## src/rtl/addr_relocator.sv

```systemverilog
module addr_relocator #(
  parameter int VA_W = 16,
  parameter int PA_W = 20
) (
  input  logic            clk,
  input  logic            rst_n,
  input  logic            priv,
  input  logic            cfg_we,
  input  logic            cfg_sel,
  input  logic [PA_W-1:0] cfg_wdata,
  output logic            cfg_illegal,
  input  logic            req_valid,
  input  logic [VA_W-1:0] vaddr,
  output logic            rsp_valid,
  output logic            rsp_ok,
  output logic            rsp_fault,
  output logic [PA_W-1:0] paddr
);

  localparam int SUM_W = PA_W + 1;

  logic [PA_W-1:0]  base_q;
  logic [VA_W-1:0]  limit_q;
  logic [SUM_W-1:0] sum;
  logic             over_limit;
  logic             carry_out;
  logic             bad;
  logic             wr_ok;

  // range compare and relocation add are independent paths
  assign over_limit = vaddr > limit_q;
  assign sum        = SUM_W'(base_q) + SUM_W'(vaddr);
  assign carry_out  = sum[PA_W];
  assign bad        = over_limit | carry_out;
  assign wr_ok      = cfg_we & priv;

  always_ff @(posedge clk) begin
    if (!rst_n) begin
      base_q  <= '0;
      limit_q <= '0;
    end else if (wr_ok) begin
      if (cfg_sel) limit_q <= cfg_wdata[VA_W-1:0];
      else         base_q  <= cfg_wdata;
    end
  end

  always_ff @(posedge clk) begin
    if (!rst_n) begin
      cfg_illegal <= 1'b0;
      rsp_valid   <= 1'b0;
      rsp_ok      <= 1'b0;
      rsp_fault   <= 1'b0;
      paddr       <= '0;
    end else begin
      cfg_illegal <= cfg_we & ~priv;
      rsp_valid   <= req_valid;
      rsp_ok      <= req_valid & ~bad;
      rsp_fault   <= req_valid & bad;
      paddr       <= (req_valid && !bad) ? sum[PA_W-1:0] : '0;
    end
  end

  p_one_result_r6: assert property (@(posedge clk) disable iff (!rst_n)
    req_valid |=> rsp_valid);
  p_no_spurious_r6: assert property (@(posedge clk) disable iff (!rst_n)
    !req_valid |=> (!rsp_valid && !rsp_ok && !rsp_fault));
  p_exclusive_r9: assert property (@(posedge clk) disable iff (!rst_n)
    !(rsp_ok && rsp_fault));
  p_fault_zero_r9: assert property (@(posedge clk) disable iff (!rst_n)
    rsp_fault |-> (paddr == '0));
  p_over_limit_r3: assert property (@(posedge clk) disable iff (!rst_n)
    (req_valid && vaddr > limit_q) |=> (rsp_fault && !rsp_ok));
  p_user_flag_r8: assert property (@(posedge clk) disable iff (!rst_n)
    (cfg_we && !priv) |=> cfg_illegal);
  p_user_hold_r8: assert property (@(posedge clk) disable iff (!rst_n)
    (cfg_we && !priv) |=> ($stable(base_q) && $stable(limit_q)));

endmodule

```

## config.mk

```make
export PLATFORM = sky130hd
export DESIGN_NAME = addr_relocator
export DESIGN_NICKNAME = d
export VERILOG_FILES = /design/src/rtl/addr_relocator.sv
export SDC_FILE = /design/constraint.sdc
export NUM_CORES = 1
export LEC_CHECK = 0
export BUFFER_PORTS_ARGS = -buffer_cell sky130_fd_sc_hd__buf_2
export CELL_PAD_IN_SITES_DETAIL_PLACEMENT = 0
export CELL_PAD_IN_SITES_GLOBAL_PLACEMENT = 1
export CORE_MARGIN = 4
export CORE_UTILIZATION = 41
export CTS_BUF_LIST = sky130_fd_sc_hd__clkbuf_16
export DETAILED_ROUTE_END_ITERATION = 16
export GPL_TIMING_DRIVEN = 0
export PLACE_DENSITY_LB_ADDON = 0.12
export SLEW_MARGIN = 20
export SYNTH_ARGS = -nofsm -noshare
export SYNTH_HDL_FRONTEND = slang
export SYNTH_SLANG_ARGS = --single-unit
```

## constraint.sdc

```tcl
create_clock -name clk -period 3.05 [get_ports clk]
set_input_delay 0.305 -clock clk [delete_from_list [all_inputs] [get_ports clk]]
set_output_delay 0.305 -clock clk [all_outputs]
set_load 0.02 [all_outputs]
```

==> results of run 1 <==
worst max-delay path: stages (launching register included):
cell and delay (ns):
dfxtp_1 0.32, ha_1 0.20, fa_1 0.43, a211oi_1 0.28
o21ai_2 0.16, o2111ai_1 0.39, a2111o_1 0.28, nand3b_4 0.16
buf_8 0.17, nor2_1 0.09
cell families (layout without fill, tap and decap cells):
| group | after synthesis | count (layout) |
|---|---|---|
| xor+xnor | 18 | 18 |
| buf+inv | 41 | 122 |
| compound gates | 99 | 99 |
| flops | 60 | 60 |
| simple gates | 146 | 146 |
| fa+ha+maj | 33 | 33 |
worst paths after layout:
| path | start | to | slack [ns] | depth (start not counted) |
|---|---|---|---|---|
| setup / recovery | base_q[0] | paddr[17] | 0.50 | 9 |
| hold / removal | cfg_wdata[17] | base_q[17] | 0.23 | 3 |
| setup reg to reg | base_q[0] | paddr[17] | 0.50 | 9 |
| hold reg to reg | limit_q[15] | limit_q[15] | 0.46 | 2 |
flip-flops by register name, summed over array words and instances (netlist names):
signal / cells
rsp_ok: 1
rsp_valid: 1
rsp_fault: 1
cfg_illegal: 1
paddr: 20
limit_q: 16
base_q: 20
metal layers:
metal	global-route usage, %	vias up	share of wire, %
met5	0	-	0
met4	4.473	0	1.2
met3	4.523	9	5.0
met2	27.68	59	43
met1	23.22	1279	51
li1	-	1508	-
final cells by class:
| cell class | instances | area share (%) |
|---|---|---|
| clock buffers | 9 | 5.561 |
| plain buffers | 17 | 1.915 |
| inverters | 24 | 2.224 |
| repair buffers | 65 | 8.032 |
| well taps | 102 | 3.151 |
| flip-flops and latches | 60 | 29.66 |
| clock inverters | 7 | 2.255 |
| multi-input cells | 296 | 47.20 |
power by group through the flow:
stage	Clock [mW]	Sequential, mW	Combinational, mW
2_1_floorplan	0	0.849	0.166
3_3_place_gp	0	0.839	0.264
3_5_place_dp	0	0.840	0.266
4_1_cts	1.08	0.823	0.268
5_1_grt	1.13	0.826	0.301
6_report	1.07	0.823	0.266
per-stage QoR:
step | cells | hold WS (ns) | util (%)
4_1_cts | 580 | 0.2267 | 52.14
5_1_grt | 580 | 0.2358 | 52.14
6_report | 580 | 0.2303 | 52.14
3_5_place_dp | 564 | 0.4598 | 48.07
3_3_place_gp | 564 | 0.4529 | 48.07
2_1_floorplan | 397 | 0.4435 | -
cells in the final DEF, fill, tap and decap left out, drive strengths merged, types with 2 or more instances in the layout:
| cell | n |
|---|---|
| nor3 | 2 |
| o21ai | 9 |
| inv | 24 |
| clkinv | 5 |
| o2111ai | 2 |
| a21oi | 21 |
| bufinv | 2 |
| clkbuf | 23 |
| buf | 68 |
| xnor2 | 13 |
| nand3b | 2 |
| nor2 | 29 |
| nand4 | 5 |
| a211oi | 5 |
| ha | 32 |
| a21boi | 36 |
| o211ai | 4 |
| o21a | 2 |
| nor2b | 3 |
| a31oi | 5 |
| a21o | 9 |
| nand3 | 6 |
| or2 | 2 |
| xor2 | 5 |
| dfxtp | 60 |
| and3 | 5 |
| nand2 | 86 |
==> summary.md, run 1 <==
| Metric | Value |
|---|---|
| Dpl ws | `between 0.3 and 0.4 ns` |
| HP Class | `in -> reg` |
| DR vias | `approximately 2900` |
| CTS tree | `yes` |
| Post-cts hold buffer count | `0` |
| # Post-CTS Setup Buffers | `0` |
| Final period util | `83.56%` |
| Placer Congestion | `just under 0.9` |
| Power Total | `about 2.2 mW` |
| Pwr/cell area | `532.8 mW/mm2` |
| Largest net degree at the start of global routing | `12` |
| Final worst path period need | `around 2.5 ns` |
| Final Skew | `roughly 0.0071 ns` |
| Via density | `~5` |
| Synth area leaders | `dfxtp_1 (37%), ha_1 (12%), nand2_1 (9.8%), a21boi_0 (8.2%), xnor2_1 (3.5%)` |
| Sequential share of the synthesized area | `roughly 37%` |
| Compound-gate portion of the synthesized area | `between 20% and 30%` |
| Distinct cells, synth | `43` |
| Syn Inst Count | `397` |
| Slew Limit Fails | `0` |
| Most frequent cell after synthesis | `nand2_1` |
| Outcome | `completed` |
| Starting Density | `between 40% and 50%` |
| Routed Antenna Nets | `0` |
| Final setup violation count | `0` |
| Initial antenna violation count | `0` |
| Commonest cells in the netlist | `nand2_1 (86), dfxtp_1 (60), a21boi_0 (36)` |
| Longest Clk Path Bufs | `2` |
| Worst path arrival time | `approximately 2.8 ns` |
| Max-cap viol count | `0` |
| Height of the die | `~97 um` |
| Clock Sinks | `60` |
| Clock power share | `49.5%` |
| CORE AREA | `0.007767 mm2` |
| TNS Setup | `0 ns` |
| Root Buffer | `clkbuf_16` |
| RSZ-0062 raised after global routing | `no` |
| Slew HR | `~65%` |
| Post-cts repair resize count | `0` |
| CTS Buf Count | `9` |
| Post-synthesis adder-cell area fraction | `12.81%` |
| Total Routing Usage GR | `17.32%` |
| Leak | `between 1.5 and 2 nW` |
| Avg Cell Area, Syn | `just over 8 um2` |
| Post-Synth XOR/XNOR Area | `between 4 and 5%` |
| DRC viols | `0` |
| Worst-path fanout max | `10` |
| Hpwl dp | `~6300 um` |
| DR iter-0 viols | `74` |
| Post-synth ARST share | `0%` |
| Final Cell Area | `0.004050 mm2` |
| Count of port buffers added during placement | `65` |
| Yosys reg bits | `60` |
| Fmax achieved | `0.3924 GHz` |
| Vias in the first global route | `approximately 2800` |
| Area Growth Syn to Fin | `23.46%` |
| WL per Instance | `around 14 um` |
| Clk slew on worst S/H paths | `0.05 ns` |
| Largest family of logic cells by synthesized area | `compound AO/OA/AOI/OAI gates` |
| Hold Fails Final Rpt | `0` |
| Routed wire length | `around 8000 um` |
| Post-Syn Nets | `about 470` |
| Combinational power share | `12.3%` |
| Main flop type after synthesis | `dfxtp_1` |
| Area occupied by registers | `~0.0012 mm2` |
| Synthesized cell area | `~0.0033 mm2` |
| Post-synthesis mux area share | `0%` |
| H-tree depth | `3` |
| EDFF count, synth | `0` |
| Fill cells | `790` |
| Simple-gate share of the synthesized area | `approximately a fifth` |
| Placed cell areas | `between 0.003 and 0.004 mm2` |
| Crit path launch type | `flip-flop` |
| Grt total ovfl | `0` |
| Sequential power share | `about two fifths` |
| Req. time, crit path | `roughly 3.3 ns` |
| Share of layout cells above drive strength 1 | `between 10% and 20%` |
| Switching Share | `between 20 and 25%` |
| # IOs | `66` |
| Die Width | `~97 um` |
| CP Capture Type | `flip-flop` |
| Cell-internal power | `approximately 1.6 mW` |
| Multi-input gate area | `about 0.0019 mm2` |
| Post-synth top area share | `between 30% and 40%` |
| Switching power | `approximately 520 uW` |
| Clock Latency Late Sink | `about 0.33 ns` |
| Die area | `approximately 0.0095 mm2` |
| Crit Path Class | `reg -> reg` |
| Drt first pass iters | `4` |
| Diodes inserted | `0` |
| Fin worst setup slack | `0.5014 ns` |
| Std-Cell Rows | `32` |
| Largest area contributor in the netlist | `dfxtp_1` |
| Slew @ Worst Pin | `about 0.53 ns` |
| VDD IR-drop max | `between 0.2 and 0.3 mV` |
| Nets | `~550` |
| First-pass GRT wire length | `13240 um` |
| Synth warn | `0` |
Power figures use the tool's default switching activity.
==> run 2, diff against run 1 <==
Settings changed: CORE_UTILIZATION 41 to 37.
Clock period 3.05 ns to 2.3 ns, I/O delays scaled along.
==> summary.md, run 2 (synthesis results as in run 1) <==
| Metric | Value |
|---|---|
| Outcome | `completed` |
| HP Class | `in -> reg` |
| Grt total ovfl | `0` |
| Routed Antenna Nets | `0` |
| Hold Fails Final Rpt | `0` |
| Area Growth Syn to Fin | `31.46%` |
| Fill cells | `between 900 and 1000` |
| Worst-path fanout max | `6` |
| CTS tree | `yes` |
| Initial antenna violation count | `0` |
| Clock Latency Late Sink | `between 0.3 and 0.4 ns` |
| Fmax achieved | `roughly 0.44 GHz` |
| Nets | `~560` |
| Routed wire length | `approximately 8700 um` |
| Total Routing Usage GR | `between 10% and 20%` |
| DRC viols | `0` |
| Via density | `approximately 4.8` |
| CP peak stage delay | `0.52 ns` |
| Regs by FF count | `base_q: 20 flops, paddr: 20 flops, limit_q: 16 flops` |
| Largest net degree at the start of global routing | `13` |
| Starting Density | `a little under two fifths` |
| Clock Sinks | `60` |
| Commonest cells after routing, fill and taps aside | `nand2_1 (86), buf_2 (67), dfxtp_1 (55)` |
| H-tree depth | `3` |
| Multi-input gate area | `roughly 0.0020 mm2` |
| Clk slew on worst S/H paths | `roughly 0.06 ns` |
| Crit path cell chain | `inv_1, ha_1, nand2_1, or4_4, a21o_1, a31oi_4, nand3b_4, clkbuf_16, nor2_1` |
| CTS Buf Count | `9` |
| Std-Cell Rows | `34` |
| Crit Path Class | `reg -> reg` |
| Most Crowded Layer GR | `met2` |
| M2 GR Usage | `a little over a quarter` |
| WL per Instance | `between 10 and 15 um` |
| CORE AREA | `around 0.0087 mm2` |
| Vias in the first global route | `2749` |
| Hpwl dp | `6578 um` |
| GR Util met3 | `~3.8%` |
| DR vias | `approximately 2900` |
| Longest Clk Path Bufs | `2` |
| Worst path arrival time | `around 2.5 ns` |
| Diodes inserted | `0` |
| Final worst path period need | `about 2.3 ns` |
| Die Width | `roughly 100 um` |
| Slowest-stage cell, CP | `or4_4` |
| Slew @ Worst Pin | `approximately 0.53 ns` |
| WHS | `around 0.15 ns` |
| Req. time, crit path | `around 2.5 ns` |
| Leak | `between 1.5 and 2 nW` |
| Met1 Use GR | `between 20% and 30%` |
| Share of layout cells above drive strength 1 | `approximately 26%` |
| Root Buffer | `clkbuf_16` |
| Height of the die | `approximately 100 um` |
| Slew HR | `65.00%` |
| CP Buf/Inv Count | `2` |
| Final period util | `a little over nine tenths` |
| Crit path launch type | `flip-flop` |
| Power Total | `3.052 mW` |
| Count of port buffers added during placement | `65` |
| First-pass GRT wire length | `13870 um` |
| Placer Congestion | `0.7987` |
| Die area | `0.01044 mm2` |
| CP Capture Type | `flip-flop` |
| Final setup violation count | `0` |
| Final Skew | `roughly 0.0047 ns` |
| # IOs | `66` |
| Pwr/cell area | `707.7 mW/mm2` |
| Commonest non-fill, non-tap cell in the layout | `nand2_1` |
| Top delay family on crit path | `simple AND/OR/NAND/NOR gates` |
| Max-cap viol count | `0` |
| VDD IR-drop max | `0.3488 mV` |
| Drt first pass iters | `4` |
| Area occupied by registers | `approximately 0.0012 mm2` |
| DR iter-0 viols | `around 120` |
| Slew Limit Fails | `0` |
run 2: repair_timing:
| action | CTS | global route |
|---|---|---|
| setup buffers | 6 | 6 |
| endpoints found under the hold margin | 0 | 0 |
| pin swaps | 6 | 4 |
| endpoints found under the setup margin | 22 | 21 |
| resized for setup | 4 | 17 |
| hold buffers | 0 | 0 |
| gates cloned | 0 | 1 |
run 2: cell type report:
type | instances | area share, %
clock buffers | 9 | 5.222
inverters | 24 | 2.089
multi-input cells | 296 | 46.65
repair buffers | 78 | 10.50
clock inverters | 7 | 2.872
flip-flops and latches | 60 | 28.00
well taps | 108 | 3.133
plain buffers | 14 | 1.538
run 2: power by group:
part	switching (mW)	internal (mW)
clock network	0.500	1.06
registers	0.0188	1.07
logic	0.218	0.176
total	0.737	2.31
run 2: path summary, 6_finish.rpt:
path	from	end	slack, ns	depth (start not counted)
max	limit_q[7]	paddr[2]	0.04	9
max reg2reg	limit_q[7]	paddr[2]	0.04	9
min reg2reg	limit_q[14]	limit_q[14]	0.47	2
min	cfg_wdata[16]	base_q[16]	0.15	3
run 2: through the flow:
stage | area (um2) | utilization, % | worst slack, ns | instances | setup TNS (ns)
global route | 4313 | 49.70 | -0.05295 | 596 | -0.4438
CTS | 4175 | 48.11 | 0.01456 | 592 | 0
floorplan | 3281 | - | 0.07360 | 397 | 0
finish | 4313 | 49.70 | 0.03907 | 596 | 0
detailed placement | 3741 | 43.11 | -0.3331 | 570 | -4.970
global placement | 3741 | 43.11 | -0.3085 | 570 | -4.651
run 2: worst min-delay path, delay by kind of cell:
kind | cells | cell delay, ns
AND/OR/NAND/NOR | 1 | 0.04
AO/OA/AOI/OAI | 1 | 0.06
buffers and inverters | 1 | 0.10
run 2: per-layer routing:
metal	up-vias	part of all wire [%]
met5	-	0
met4	0	2.0
met3	11	4.8
met2	59	44
met1	1282	49
li1	1528	-
==> run 3, diff against run 2 <==
Settings changed: CORE_UTILIZATION 37 to 35.
==> summary.md, run 3 (synthesis results as in run 1) <==
| Metric | Value |
|---|---|
| Final worst path period need | `2.260 ns` |
| Slowest-stage cell, CP | `or4_4` |
| TNS Setup | `0 ns` |
| Routed wire length | `about 8500 um` |
| Share of layout cells above drive strength 1 | `between 20 and 25%` |
| CP Capture Type | `flip-flop` |
| Count of port buffers added during placement | `65` |
| Height of the die | `~100 um` |
| Req. time, crit path | `between 2 and 3 ns` |
| Nets | `551` |
| Hold Fails Final Rpt | `0` |
| Max-cap viol count | `0` |
| Drt first pass iters | `4` |
| Area Growth Syn to Fin | `26.24%` |
| Crit path launch type | `flip-flop` |
| First-pass GRT wire length | `roughly 14000 um` |
| DRC viols | `0` |
| Fmax achieved | `approximately 0.44 GHz` |
| Via density | `4.802` |
| Slew HR | `between 60% and 70%` |
| Diodes inserted | `0` |
| Outcome | `completed` |
| Pwr/cell area | `approximately 660 mW/mm2` |
| CP peak stage delay | `between 0.4 and 0.5 ns` |
| Routed Antenna Nets | `0` |
| Clock Sinks | `60` |
| Clk slew on worst S/H paths | `around 0.050 ns` |
| Largest net degree at the start of global routing | `11` |
| CTS tree | `yes` |
| Grt total ovfl | `0` |
| Commonest cells after routing, fill and taps aside | `nand2_1 (86), buf_2 (67), dfxtp_1 (58)` |
| Slew Limit Fails | `0` |
| Crit path cell chain | `inv_1, ha_1, nand4_1, or4_4, a21o_1, a31oi_4, nand3b_4, buf_8, nor2_1` |
| Commonest non-fill, non-tap cell in the layout | `nand2_1` |
| Worst-path fanout max | `10` |
| Power Total | `between 2 and 3 mW` |
| CTS Buf Count | `9` |
| CORE AREA | `just over 0.009 mm2` |
| Hpwl dp | `6629 um` |
| Placer Congestion | `roughly 0.83` |
| Die Width | `roughly 100 um` |
| Regs by FF count | `base_q: 20 flops, paddr: 20 flops, limit_q: 16 flops` |
| DR vias | `~2800` |
| Starting Density | `35.67%` |
| Leak | `between 1.5 and 2 nW` |
| Final period util | `between 90% and 100%` |
| # IOs | `66` |
| Die area | `between 0.01 and 0.015 mm2` |
| Std-Cell Rows | `35` |
| Post-cts hold buffer count | `0` |
| Clock Latency Late Sink | `~0.33 ns` |
| HP Class | `in -> reg` |
| RSZ-0062 raised after global routing | `yes` |
| Initial antenna violation count | `0` |
| VDD IR-drop max | `around 0.40 mV` |
| Worst path arrival time | `~2.5 ns` |
| Total Routing Usage GR | `approximately 16%` |
| Final setup violation count | `0` |
| Crit Path Class | `reg -> reg` |
| Root Buffer | `clkbuf_16` |
| DR iter-0 viols | `80` |
| Longest Clk Path Bufs | `2` |
| WL per Instance | `14.45 um` |
| Vias in the first global route | `approximately 2800` |
| Final Skew | `0.008695 ns` |
| H-tree depth | `3` |
| Slew @ Worst Pin | `roughly 0.55 ns` |
[run 3: changes by cell type in the layout (fill, tap and decap cells not counted), sizes merged]
cell and delta:
inv -1, buf -6, clkinv +2, clkbuf -1, bufinv -2
[run 3: layout make-up]
type	instances	area, um2
fillers	958	5055
inverters	24	90.09
plain buffers	14	66.31
multi-input cells	296	1987
clock inverters	6	56.30
repair buffers	71	374.1
clock buffers	9	225.2
well taps	111	138.9
flip-flops and latches	60	1204
[run 3: final timing paths]
check                 from           to  slack, ns  depth (start not counted)
max            limit_q[14]    paddr[17]       0.04                          9
min          cfg_wdata[17]   base_q[17]       0.15                          3
max reg2reg    limit_q[14]    paddr[17]       0.04                          9
min reg2reg    limit_q[15]  limit_q[15]       0.47                          2
[run 3: where the power goes]
part	total [mW]	internal (mW)	leakage (nW)	switching [mW]
Sequential	1.09	1.07	0.488	0.0180
Combinational	0.376	0.162	1.14	0.213
Clock	1.29	0.821	0.138	0.465
[run 3: timing repair]
item	CTS	global route
endpoints found under the setup margin	22	19
setup buffers	4	2
pin swaps	6	6
resized for setup	5	11
[run 3: layer usage]
layer	routed length (um)	global-route usage (%)
met4	180	6.373
met3	365	4.015
met2	3656	22.64
met1	4337	23.00
met5	0	0
[run 3: critical path: cells and delay by family, from the launching register on]
family,cells,cell delay (ns)
AOI/OAI and AO/OA,2,0.45
adders and majority gates,1,0.29
buffers and inverters,2,0.19
DFF,1,0.33
and+or+nand+nor,4,0.88
[run 3: through the flow]
| step | util [%] | instances | cell area [um2] | setup WS [ns] | hold slack, ns |
|---|---|---|---|---|---|
| 6_report | 45.03 | 591 | 4141 | 0.04027 | 0.1454 |
| 5_1_grt | 45.03 | 591 | 4141 | -0.05376 | 0.1613 |
| 4_1_cts | 44.41 | 592 | 4084 | 0.005628 | 0.1421 |
| 3_5_place_dp | 40.72 | 573 | 3745 | -0.3620 | 0.4626 |
| 3_3_place_gp | 40.72 | 573 | 3745 | -0.3079 | 0.4528 |
| 2_1_floorplan | - | 397 | 3281 | 0.07360 | 0.3749 |
